## config.mk

```make
export PLATFORM = sky130hd
export DESIGN_NAME = pt_walker
export DESIGN_NICKNAME = d
export VERILOG_FILES = /design/src/rtl/pt_walker_pkg.sv /design/src/rtl/pt_va_split.sv /design/src/rtl/pt_entry_addr.sv /design/src/rtl/pt_pte_decode.sv /design/src/rtl/pt_walk_ctrl.sv /design/src/rtl/pt_walker.sv
export SDC_FILE = /design/constraint.sdc
export NUM_CORES = 1
export LEC_CHECK = 0
export BUFFER_PORTS_ARGS = -buffer_cell sky130_fd_sc_hd__buf_2
export CORE_MARGIN = 2
export CORE_UTILIZATION = 50
export CTS_CLUSTER_DIAMETER = 80
export DETAILED_ROUTE_END_ITERATION = 16
export PLACE_DENSITY = 0.8
export SLEW_MARGIN = 20
export SYNTH_ARGS = -nofsm -noshare
export SYNTH_HDL_FRONTEND = slang
export SYNTH_SLANG_ARGS = --single-unit
```

## constraint.sdc

```tcl
create_clock -name clk_i -period 2.7 [get_ports clk_i]
set_input_delay 0.54 -clock clk_i [delete_from_list [all_inputs] [get_ports clk_i]]
set_output_delay 0.54 -clock clk_i [all_outputs]
set_load 0.02 [all_outputs]
```

## src/rtl/pt_walker_pkg.sv

```systemverilog
package pt_walker_pkg;
  localparam int unsigned LEVELS = 2;

  typedef enum logic [1:0] {
    CAUSE_NONE = 2'b00,
    CAUSE_L1   = 2'b01,
    CAUSE_L2   = 2'b10
  } cause_e;

  typedef enum logic [1:0] {
    ST_IDLE = 2'b00,
    ST_L1   = 2'b01,
    ST_L2   = 2'b10
  } walk_state_e;

  localparam int unsigned PTE_V_BIT = 0;
  localparam int unsigned PTE_R_BIT = 1;
  localparam int unsigned PTE_W_BIT = 2;
  localparam int unsigned PTE_X_BIT = 3;
endpackage

```

## src/rtl/pt_va_split.sv

```systemverilog
module pt_va_split #(
  parameter int unsigned VA_W   = 32,
  parameter int unsigned IDX_W  = 10,
  parameter int unsigned OFF_W  = 12,
  parameter int unsigned LEVELS = 2
) (
  input  logic [VA_W-1:0]  vaddr_i,
  output logic [IDX_W-1:0] idx_o [LEVELS],
  output logic [OFF_W-1:0] off_o
);
  // level 0 is the root, taken from the top bits
  for (genvar l = 0; l < LEVELS; l++) begin : g_lvl
    localparam int unsigned LO = OFF_W + (LEVELS - 1 - l) * IDX_W;
    assign idx_o[l] = vaddr_i[LO +: IDX_W];
  end
  assign off_o = vaddr_i[OFF_W-1:0];
endmodule

```

## src/rtl/pt_entry_addr.sv

```systemverilog
module pt_entry_addr #(
  parameter int unsigned PA_W      = 32,
  parameter int unsigned OFF_W     = 12,
  parameter int unsigned IDX_W     = 10,
  parameter int unsigned ENT_SHIFT = 2,
  localparam int unsigned FRAME_W  = PA_W - OFF_W
) (
  input  logic [FRAME_W-1:0] base_frame_i,
  input  logic [IDX_W-1:0]   idx_i,
  output logic [PA_W-1:0]    addr_o
);
  logic [PA_W-1:0] base_w, ofs_w;
  assign base_w = {base_frame_i, {OFF_W{1'b0}}};
  assign ofs_w  = PA_W'(idx_i) << ENT_SHIFT;
  assign addr_o = base_w + ofs_w;
endmodule

```

## src/rtl/pt_pte_decode.sv

```systemverilog
module pt_pte_decode
  import pt_walker_pkg::*;
#(
  parameter int unsigned PA_W     = 32,
  parameter int unsigned OFF_W    = 12,
  localparam int unsigned FRAME_W = PA_W - OFF_W
) (
  input  logic [PA_W-1:0]    pte_i,
  output logic               valid_o,
  output logic [2:0]         perm_o,
  output logic [FRAME_W-1:0] frame_o
);
  assign valid_o = pte_i[PTE_V_BIT];
  assign perm_o  = {pte_i[PTE_X_BIT], pte_i[PTE_W_BIT], pte_i[PTE_R_BIT]};
  assign frame_o = pte_i[PA_W-1:OFF_W];
endmodule

```

## src/rtl/pt_walk_ctrl.sv

```systemverilog
module pt_walk_ctrl
  import pt_walker_pkg::*;
#(
  parameter int unsigned VA_W     = 32,
  parameter int unsigned PA_W     = 32,
  parameter int unsigned OFF_W    = 12,
  localparam int unsigned FRAME_W = PA_W - OFF_W
) (
  input  logic               clk_i,
  input  logic               rst_ni,
  input  logic               req_valid_i,
  input  logic [VA_W-1:0]    req_vaddr_i,
  input  logic [FRAME_W-1:0] root_frame_i,
  input  logic               rvalid_i,
  input  logic [PA_W-1:0]    rdata_i,
  input  logic               ent_valid_i,
  input  logic [FRAME_W-1:0] ent_frame_i,
  output logic               active_o,
  output logic               leaf_lvl_o,
  output logic [VA_W-1:0]    va_o,
  output logic [FRAME_W-1:0] base_frame_o,
  output logic               done_o,
  output logic               fault_o,
  output cause_e             cause_o,
  output logic [PA_W-1:0]    paddr_o,
  output logic [PA_W-1:0]    pte_o
);
  walk_state_e        state_q;
  logic [VA_W-1:0]    va_q;
  logic [FRAME_W-1:0] base_q;
  logic               done_q, fault_q;
  cause_e             cause_q;
  logic [PA_W-1:0]    paddr_q, pte_q;

  always_ff @(posedge clk_i or negedge rst_ni) begin
    if (!rst_ni) begin
      state_q <= ST_IDLE;
      va_q    <= '0;
      base_q  <= '0;
      done_q  <= 1'b0;
      fault_q <= 1'b0;
      cause_q <= CAUSE_NONE;
      paddr_q <= '0;
      pte_q   <= '0;
    end else begin
      done_q  <= 1'b0;
      fault_q <= 1'b0;
      unique case (state_q)
        ST_IDLE: begin
          if (req_valid_i) begin
            va_q    <= req_vaddr_i;
            base_q  <= root_frame_i;
            state_q <= ST_L1;
          end
        end
        ST_L1: begin
          if (rvalid_i) begin
            if (ent_valid_i) begin
              base_q  <= ent_frame_i;
              state_q <= ST_L2;
            end else begin
              fault_q <= 1'b1;
              cause_q <= CAUSE_L1;
              paddr_q <= '0;
              pte_q   <= rdata_i;
              state_q <= ST_IDLE;
            end
          end
        end
        ST_L2: begin
          if (rvalid_i) begin
            pte_q   <= rdata_i;
            state_q <= ST_IDLE;
            if (ent_valid_i) begin
              done_q  <= 1'b1;
              cause_q <= CAUSE_NONE;
              paddr_q <= {ent_frame_i, va_q[OFF_W-1:0]};
            end else begin
              fault_q <= 1'b1;
              cause_q <= CAUSE_L2;
              paddr_q <= '0;
            end
          end
        end
        default: state_q <= ST_IDLE;
      endcase
    end
  end

  assign active_o     = (state_q != ST_IDLE);
  assign leaf_lvl_o   = (state_q == ST_L2);
  assign va_o         = va_q;
  assign base_frame_o = base_q;
  assign done_o       = done_q;
  assign fault_o      = fault_q;
  assign cause_o      = cause_q;
  assign paddr_o      = paddr_q;
  assign pte_o        = pte_q;
endmodule

```

## src/rtl/pt_walker.sv

```systemverilog
module pt_walker
  import pt_walker_pkg::*;
#(
  parameter int unsigned VA_W      = 32,
  parameter int unsigned PA_W      = 32,
  parameter int unsigned IDX_W     = 10,
  parameter int unsigned OFF_W     = 12,
  parameter int unsigned ENT_BYTES = 4,
  localparam int unsigned FRAME_W   = PA_W - OFF_W,
  localparam int unsigned ENT_SHIFT = $clog2(ENT_BYTES)
) (
  input  logic               clk_i,
  input  logic               rst_ni,
  input  logic               req_valid_i,
  input  logic [VA_W-1:0]    req_vaddr_i,
  input  logic [FRAME_W-1:0] root_frame_i,
  output logic               busy_o,
  output logic               mem_req_o,
  output logic [PA_W-1:0]    mem_addr_o,
  input  logic               mem_rvalid_i,
  input  logic [PA_W-1:0]    mem_rdata_i,
  output logic               done_o,
  output logic               fault_o,
  output logic [1:0]         fault_cause_o,
  output logic [PA_W-1:0]    paddr_o,
  output logic [PA_W-1:0]    pte_o
);
  logic [IDX_W-1:0]   idx_w [LEVELS];
  logic [OFF_W-1:0]   off_w;
  logic [IDX_W-1:0]   cur_idx;
  logic [VA_W-1:0]    va_w;
  logic [FRAME_W-1:0] base_w, ent_frame_w;
  logic               active_w, leaf_w, ent_valid_w;
  logic [2:0]         ent_perm_w;
  cause_e             cause_w;

  pt_va_split #(.VA_W(VA_W), .IDX_W(IDX_W), .OFF_W(OFF_W), .LEVELS(LEVELS)) u_split (
    .vaddr_i (va_w),
    .idx_o   (idx_w),
    .off_o   (off_w)
  );

  assign cur_idx = leaf_w ? idx_w[1] : idx_w[0];

  pt_entry_addr #(.PA_W(PA_W), .OFF_W(OFF_W), .IDX_W(IDX_W), .ENT_SHIFT(ENT_SHIFT)) u_addr (
    .base_frame_i (base_w),
    .idx_i        (cur_idx),
    .addr_o       (mem_addr_o)
  );

  pt_pte_decode #(.PA_W(PA_W), .OFF_W(OFF_W)) u_dec (
    .pte_i   (mem_rdata_i),
    .valid_o (ent_valid_w),
    .perm_o  (ent_perm_w),
    .frame_o (ent_frame_w)
  );

  pt_walk_ctrl #(.VA_W(VA_W), .PA_W(PA_W), .OFF_W(OFF_W)) u_ctrl (
    .clk_i        (clk_i),
    .rst_ni       (rst_ni),
    .req_valid_i  (req_valid_i),
    .req_vaddr_i  (req_vaddr_i),
    .root_frame_i (root_frame_i),
    .rvalid_i     (mem_rvalid_i),
    .rdata_i      (mem_rdata_i),
    .ent_valid_i  (ent_valid_w),
    .ent_frame_i  (ent_frame_w),
    .active_o     (active_w),
    .leaf_lvl_o   (leaf_w),
    .va_o         (va_w),
    .base_frame_o (base_w),
    .done_o       (done_o),
    .fault_o      (fault_o),
    .cause_o      (cause_w),
    .paddr_o      (paddr_o),
    .pte_o        (pte_o)
  );

  // permissions reach the requester through pte_o only
  logic unused_w;
  assign unused_w = ^{ent_perm_w, off_w};

  assign busy_o        = active_w;
  assign mem_req_o     = active_w;
  assign fault_cause_o = cause_w;
endmodule

```

==> metrics.md <==
| Metric | Value |
|---|---|
| Finished Core Util | `0.6641` |
| Area contributors post-synth | `dfrtp_1, mux2_2, mux2_4, and3_1, buf_6` |
| Wirelength per Cell | `17.79 um` |
| Starting DRC count in detailed routing | `154` |
| N_diodes | `0` |
| P per Cell Area | `1262 mW/mm^2` |
| DRC errors left | `0` |
| Hold path start | `req_vaddr_i[11]` |
| Port Buf Inserts | `187` |
| Critical Path AT | `1.96 ns` |
| CTS Buf Count | `17` |
| Sequential element share of the synthesized area | `0.5591` |
| Gr usage total | `0.2219` |
| Fraction of registers with async set/reset | `1.000` |
| Avg Inst Size Synth | `15.29 um^2` |
| Starting density of the core | `0.5082` |
| Most frequent cell after synthesis | `dfrtp_1` |
| Synth Instances | `357` |
| Nets@finish | `641` |
| Top cells by count, synth | `dfrtp_1, mux2_2, mux2_4` |
| RR Startpoint | `u_ctrl.state_q[1]$_DFFE_PN0P_` |
| Number of synthesized register bits | `122` |
| Max Root-Sink Buffers | `2` |
| Total of max-cap violations | `0` |
| Clock skew | `0.005752 ns` |
| Worst-Skew Late Latency | `0.53 ns` |
| Die width | `108.5 um` |
| RSZ-0062 raised after global routing | `no` |
| Yosys Warn Count | `0` |
| Area Growth Syn to Fin | `30.68%` |
| CTS H-tree depth | `4` |
| Die Y | `108.5 um` |
| Vias in the first global route | `3855` |
| Core Rows | `38` |
| Congestion Overflow GR | `0` |
| Post-Route WL | `12.47 mm` |
| R2r setup slk | `0.53 ns` |
| First-pass GRT wire length | `19.60 mm` |
| Initial antenna violation count | `0` |
| CTS root buffer | `clkbuf_8` |
| Die Footprint | `0.01177 mm^2` |
| Cell variety after synth | `24` |
| Peak supply drop | `0.7598 mV` |
| Routed vias/inst | `5.143` |
| Crit start category | `register` |
| CORE AREA | `0.01075 mm^2` |
| Crit path time final | `2.496 ns` |
| WHS Endpoint | `u_ctrl.va_o[11]$_DFFE_PN0P_` |
| Critical path type | `register to output pin` |
| Top FF cell, synth | `dfrtp_1` |
| ANT nets after route | `0` |
| Worst EP required | `2.16 ns` |
| Mapped Area | `0.005460 mm^2` |
| CTS tree | `done` |
| Largest area contributor in the netlist | `dfrtp_1` |
| Share of cells above drive strength 1 | `0.6684` |
| Hold Path Depth | `2` |
| Setup TNS | `0 ns` |
| Pre-antenna DRT Iters | `4` |
| CTS clk-pin slew, worst paths | `0.05 ns` |
| Setup crit end kind | `output pin` |
| RePlAce Congestion | `0.7564` |
| Largest net degree at the start of global routing | `47` |
| Synth top area share | `0.5591` |
| Slew Limit Fails | `0` |
| Maximum fanout along the worst path | `12` |
| F_max | `400.6 MHz` |
| # IOs | `190` |
| Num Clock Sinks | `122` |
| Hold Vio Cnt, Final | `0` |
| Final setup viols | `0` |
| Leak | `0.003802 uW` |
| Dpl hpwl | `8.733 mm` |
| Class of the worst hold path | `primary input to register` |
| Run status | `finished clean` |
| Post-synth EDFFs | `0` |
| Vias | `3605` |
| Part of the cycle the worst path needs | `0.9245` |
| WHS | `0.2418 ns` |
| R2R depth | `6` |
| Total setup buffers inserted after CTS | `0` |
| R2R Path End | `u_ctrl.base_frame_o[8]$_DFFE_PN0P_` |
## per-layer routing
layer	wire length, um	vias to the layer above	global-route usage	share of wire
li1	-	1648	-	-
met1	5131	1811	0.2679	0.41
met2	6292	122	0.3714	0.50
met3	759	24	0.06631	0.061
met4	287	0	0.08974	0.023
met5	0	-	0	0
## worst max-delay path by stage
| stage | from | end |
|---|---|---|
| after floorplan | u_ctrl.state_q[0]$_DFFE_PN0P_ | mem_addr_o[10] |
| after global placement | u_ctrl.state_q[0]$_DFFE_PN0P_ | mem_addr_o[5] |
| after detailed placement | u_ctrl.state_q[1]$_DFFE_PN0P_ | u_ctrl.base_frame_o[5]$_DFFE_PN0P_ |
| after CTS | u_ctrl.state_q[0]$_DFFE_PN0P_ | mem_addr_o[5] |
| after global routing | u_ctrl.state_q[0]$_DFFE_PN0P_ | mem_addr_o[5] |
| final | u_ctrl.state_q[0]$_DFFE_PN0P_ | mem_addr_o[5] |
## cells in the final DEF, fill, tap and decap left out
cell	synthesis	layout
buf_2	5	186
dfrtp_1	122	122
mux2_2	95	95
mux2_4	50	50
and3_1	33	33
clkbuf_16	0	16
buf_4	6	8
clkbuf_8	0	7
inv_1	5	5
nand2_1	4	4
a21oi_1	3	3
ha_1	4	3
buf_12	0	3
nor2_1	2	2
o21bai_1	2	2
conb_1	1	2
bufinv_16	0	2
clkinvlp_4	0	2
clkbuf_1	9	2
clkinv_2	0	2
o21ai_2	1	1
a21o_4	0	1
a22o_1	1	1
nor2b_1	1	1
a211oi_4	0	1
mux2i_1	1	1
nor3b_1	1	1
a21o_1	2	1
o22ai_1	1	1
o2bb2ai_1	1	1
ha_2	0	1
dlygate4sd3_1	0	1
## layout make-up
type,instances,area [um^2]
clock inverter,6,85.08
fill,798,3610
timing repair buffer,198,1061
tap,140,175.2
multi-input combinational,205,2238
sequential,122,3053
inverter,5,18.77
clock buffer,25,504.2
## flip-flops by register name, summed over array words and instances (netlist names)
register / flops
u_ctrl.paddr_o: 32
u_ctrl.state_q: 2
u_ctrl.base_frame_o: 20
u_ctrl.done_o: 1
u_ctrl.pte_o: 32
u_ctrl.fault_o: 1
u_ctrl.va_o: 32
u_ctrl.cause_o: 2
## through the flow
| stage | cell area [um^2] | worst slack (ns) | instances | total power [uW] |
|---|---|---|---|---|
| after floorplan | 5464 | 0.6943 | 358 | 5702 |
| after global placement | 6534 | 0.6055 | 669 | 6644 |
| after CTS | 7136 | 0.1518 | 701 | 9081 |
| after detailed placement | 6534 | 0.5411 | 669 | 6808 |
| final | 7136 | 0.2039 | 701 | 9005 |
| after global routing | 7136 | 0.09809 | 701 | 9456 |
## repair_timing
| item | in CTS | in global routing |
|---|---|---|
| endpoints found under the setup margin | 10 | 0 |
| hold endpoints to repair | 23 | 0 |
| gates resized for setup | 1 | 0 |
| hold buffers | 1 | 0 |
## power by group
group	total, uW	switching, uW	leakage, uW	internal, uW
clock network	2230	776	0.000286	1450
registers	2980	390	0.00151	2590
logic	3800	1970	0.00201	1830
total	9010	3130	0.00380	5870
## cells by family (layout without fill, tap and decap cells)
logic type	count (synthesis)	in the layout	share of synthesized area
compound gates	12	12	0.01650
fa+ha+maj	4	4	0.009166
buf+inv	31	234	0.03483
flops	122	122	0.5591
mux	146	146	0.3352
other cells	1	2	0.0006868
simple gates	41	41	0.04446
## critical path, stage by stage, from the launching register on
cell     delay (ns)
dfrtp_1        0.39
inv_1          0.12
ha_2           0.38
mux2_2         0.38
buf_2          0.16
Power figures use the tool's default switching activity.
